`src/rtl/gpio_port.sv`:
```
module gpio_port #(
  parameter int PINS = 16,
  parameter int AW = 8,
  parameter int DW = 32,
  parameter int SETTLE = 1,
  parameter int EN_BIT = 17,
  parameter logic [31:0] CLKEN_RST = 32'h0000_0014,
  parameter logic [31:0] MODE_RST = 32'hA800_0000
) (
  input  logic            clk,
  input  logic            rst_n,
  input  logic [AW-1:0]   addr,
  input  logic [DW-1:0]   wdata,
  input  logic            wr,
  input  logic            rd,
  output logic [DW-1:0]   rdata,
  input  logic [PINS-1:0] pin_in,
  output logic [PINS-1:0] pin_out,
  output logic [PINS-1:0] pin_oe,
  output logic [PINS-1:0] alt_mode
);
  localparam int CW = $clog2(SETTLE + 1);
  localparam logic [AW-1:0] A_CLKEN = AW'(8'h14);
  localparam logic [AW-1:0] A_MODE  = AW'(8'h40);
  localparam logic [AW-1:0] A_IN    = AW'(8'h44);
  localparam logic [AW-1:0] A_ODR   = AW'(8'h48);
  localparam logic [AW-1:0] A_BSR   = AW'(8'h4C);

  logic [DW-1:0]     clken_q;
  logic [2*PINS-1:0] mode_q;
  logic [PINS-1:0]   odr_q, in_q;
  logic [CW-1:0]     settle_q;
  logic [DW-1:0]     rmux;

  wire en      = clken_q[EN_BIT];
  wire ready   = en && (settle_q == CW'(SETTLE));
  wire port_wr = wr && ready;

  always_ff @(posedge clk or negedge rst_n)
    if (!rst_n) clken_q <= CLKEN_RST[DW-1:0];
    else if (wr && addr == A_CLKEN) clken_q <= wdata;

  always_ff @(posedge clk or negedge rst_n)
    if (!rst_n) settle_q <= '0;
    else if (!en) settle_q <= '0;
    else if (settle_q != CW'(SETTLE)) settle_q <= settle_q + 1'b1;

  always_ff @(posedge clk or negedge rst_n)
    if (!rst_n) mode_q <= MODE_RST[2*PINS-1:0];
    else if (port_wr && addr == A_MODE) mode_q <= wdata[2*PINS-1:0];

  always_ff @(posedge clk or negedge rst_n)
    if (!rst_n) odr_q <= '0;
    else if (port_wr && addr == A_ODR) odr_q <= wdata[PINS-1:0];
    else if (port_wr && addr == A_BSR)
      odr_q <= (odr_q & ~wdata[2*PINS-1:PINS]) | wdata[PINS-1:0];

  always_ff @(posedge clk or negedge rst_n)
    if (!rst_n) in_q <= '0;
    else in_q <= pin_in;

  always_comb begin
    rmux = '0;
    if (addr == A_CLKEN) rmux = clken_q;
    else if (ready) begin
      case (addr)
        A_MODE: rmux[2*PINS-1:0] = mode_q;
        A_IN:   rmux[PINS-1:0] = in_q;
        A_ODR:  rmux[PINS-1:0] = odr_q;
        default: rmux = '0;
      endcase
    end
  end

  always_ff @(posedge clk or negedge rst_n)
    if (!rst_n) rdata <= '0;
    else if (rd) rdata <= rmux;

  assign pin_out = odr_q;

  for (genvar n = 0; n < PINS; n++) begin : g_pin
    assign pin_oe[n]   = mode_q[2*n +: 2] == 2'b01;
    assign alt_mode[n] = mode_q[2*n +: 2] == 2'b10;
  end
endmodule

```
`config.mk`:
```
export PLATFORM = sky130hd
export DESIGN_NAME = gpio_port
export DESIGN_NICKNAME = d
export VERILOG_FILES = /design/src/rtl/gpio_port.sv
export SDC_FILE = /design/constraint.sdc
export NUM_CORES = 1
export LEC_CHECK = 0
export ABC_AREA = 1
export CORE_MARGIN = 2
export CORE_UTILIZATION = 54
export DETAILED_ROUTE_END_ITERATION = 8
export GPL_TIMING_DRIVEN = 0
export PLACE_DENSITY = 0.85
export SYNTH_ARGS = -nofsm -noshare
export SYNTH_HDL_FRONTEND = slang
export SYNTH_SLANG_ARGS = --single-unit
```
`constraint.sdc`:
```
create_clock -name clk -period 3.4 [get_ports clk]
set_input_delay 0.34 -clock clk [delete_from_list [all_inputs] [get_ports clk]]
set_output_delay 0.34 -clock clk [all_outputs]
set_load 0.005 [all_outputs]
```
==> run metrics <==
status=complete, no violations; hold depth=1; Mapped Area=5920 um^2; Setup crit start=mode_q[29]; crit share post-route=60.8%; Synth Net Count=789; layout cell share with drive strength beyond 1=9.09%; fin crit period=2.07 ns; CP required=3.06 ns; startpoint class of the critical path=register; Clock Tree Root=clkbuf_8; global-route wire length before repair=28000 um; Die W=109 um; wire length per cell=16.9 um; I/O Buffers=139; largest net degree at the start of global routing=69; R2R setup slack=1.69 ns; final WL=17700 um; Starting DRT DRC Count=473; Slew HR=55.9%; critical path arrival=1.73 ns; antenna cells=0; area occupied by multi-input gates=2100 um^2; DR vias=5728; vias in the first global route=5858; CTS buffer count=17; total power=3630 uW; Post-Synthesis Cells=729; Max-Cap Viols=0; sequential standard cell area=3230 um^2; Initial Util=55.1%; Syn-to-layout area delta=36.9%; Slew Viols, Final=0; R2R Path End=pin_out[10]; Peak VDD IR=244 uV; Filler cells=767; RD Place Congestion=0.934; Clock Path Buffers=2; row cnt=38; WHS Endpoint=in_q[12]; Placement Cell Area=7510 um^2; Worst Path Max Fanout=4; RSZ-0062 raised after global routing=false; drt drc=0; commonest non-fill, non-tap cell in the layout=nand2_1; synthesized area per cell=8.12 um^2; CP Capture Type=output port; Ports=140; crit path kind=reg2out; PwrDens=448 nW/um^2; Peak Freq=0.483 GHz; Final #Nets=949; reg2reg path depth=8; worst hold path class=in2reg; R2R Path Start=clken_q[17]; most frequent cells in the layout=nand2_1 (229), clkdlybuf4s50_1 (138), dfrtp_1 (124); via/cell ratio=5.50; die span in y=109 um; Worst Hold Launch=pin_in[12]; Worst Max-Slew Pin Slew=0.662 ns; Yosys warnings=0; worst clock skew=0.00832 ns; Total Die Area=11800 um^2; core area=10700 um^2; Clock Pin Slew Worst Setup and Hold Paths=0.06 ns; Fin. Hold Viols=0; 1st-pass router iterations=5; # setup viols final=0; leakage=0.00398 uW; TritonCTS clock tree=built; Clock Latency Late Sink=0.53 ns; DP HPWL=12900 um; setup bufs post-CTS=0; # clock sinks=129; total track usage=31.3%; Design Area, Final=8110 um^2; Seq cells post-synth=129; Seq/Total Area, Yosys=54.6%; grt ovf=0; Routed Antenna Nets=0; initial antenna violation count=0; Yosys cell types=23; H-tree Lvls=4
report_power, final:
part	switching, uW	internal [uW]
Combinational	130	115
Sequential	23.0	1580
Clock	670	1120
state kept, by name, summed over array words and instances, names as in the netlist:
signal    cells
in_q         16
clken_q      32
rdata        32
settle_q      1
pin_out      16
mode_q       32
logic make-up (layout without fill, tap and decap cells):
family	Yosys count	after routing	share of synthesized area [%]
and+or+nand+nor	376	376	26.6
DFF	129	129	54.6
buffers and inverters	128	301	9.81
AOI/OAI and AO/OA	96	96	8.92
cell usage after synthesis:
master    instances  area [um^2]
clkbuf_1          9         33.8
dfstp_2           5          131
inv_2             6         22.5
buf_4             7         52.6
buf_1             2         7.51
buf_6             8         90.1
o21ai_2           2         17.5
o211ai_1         16          120
nor3_4            1         16.3
nand3_1          85          425
dfrtp_1         124         3100
nand3_2           1         10.0
nand2_4           2         22.5
nor2_2            4         25.0
nand2_1         229          860
and2_1            1         6.26
nor2_1           50          188
o21ai_1          62          310
nand2_2           2         12.5
buf_2            11         55.1
inv_1            85          319
a21oi_1          16         80.1
nor2_4            1         11.3
how the worst max path moves through the flow:
stage                     cells after the start      endpoint
after detailed placement                      5     rdata[14]
final                                         3  alt_mode[14]
after CTS                                     3  alt_mode[14]
after global routing                          3  alt_mode[15]
after floorplan                               9   clken_q[17]
after global placement                        1      in_q[10]
area by class of cell:
type,instances,share of cell area (%)
plain buffers,37,2.95
clock buffers,23,5.88
clock inverters,9,1.30
inverters,91,4.21
multi-input cells,472,26.0
flip-flops and latches,129,39.9
well taps,140,2.16
repair buffers,141,17.6
per-stage QoR:
step	worst slack (ns)	cells	TNS, ns	util, %	hold slack (ns)
3_3_place_gp	-2.78	1008	-350.48	69.7	0.406
4_1_cts	1.31	1042	0	75.4	0.240
6_report	1.33	1042	0	75.4	0.245
2_1_floorplan	1.97	729	0	-	0.0444
3_5_place_dp	1.06	1009	0	69.9	0.350
5_1_grt	1.27	1042	0	75.4	0.241
repair_timing:
item | CTS | global route
endpoints found under the hold margin | 59 | 0
hold buffers | 1 | 0
gates resized for setup | 0 | 0
routing by layer:
metal | wire, um | GRT usage, %
met5 | 0 | 0
met4 | 596 | 15.3
met3 | 1570 | 6.52
met2 | 8460 | 51.2
met1 | 7030 | 40.0
worst max-delay path, cell delays in order (launching register included):
cell and delay [ns]:
dfstp_2 0.57, inv_1 0.04, nor2_1 0.08, clkdlybuf4s50_1 0.51
Power figures use the tool's default switching activity.
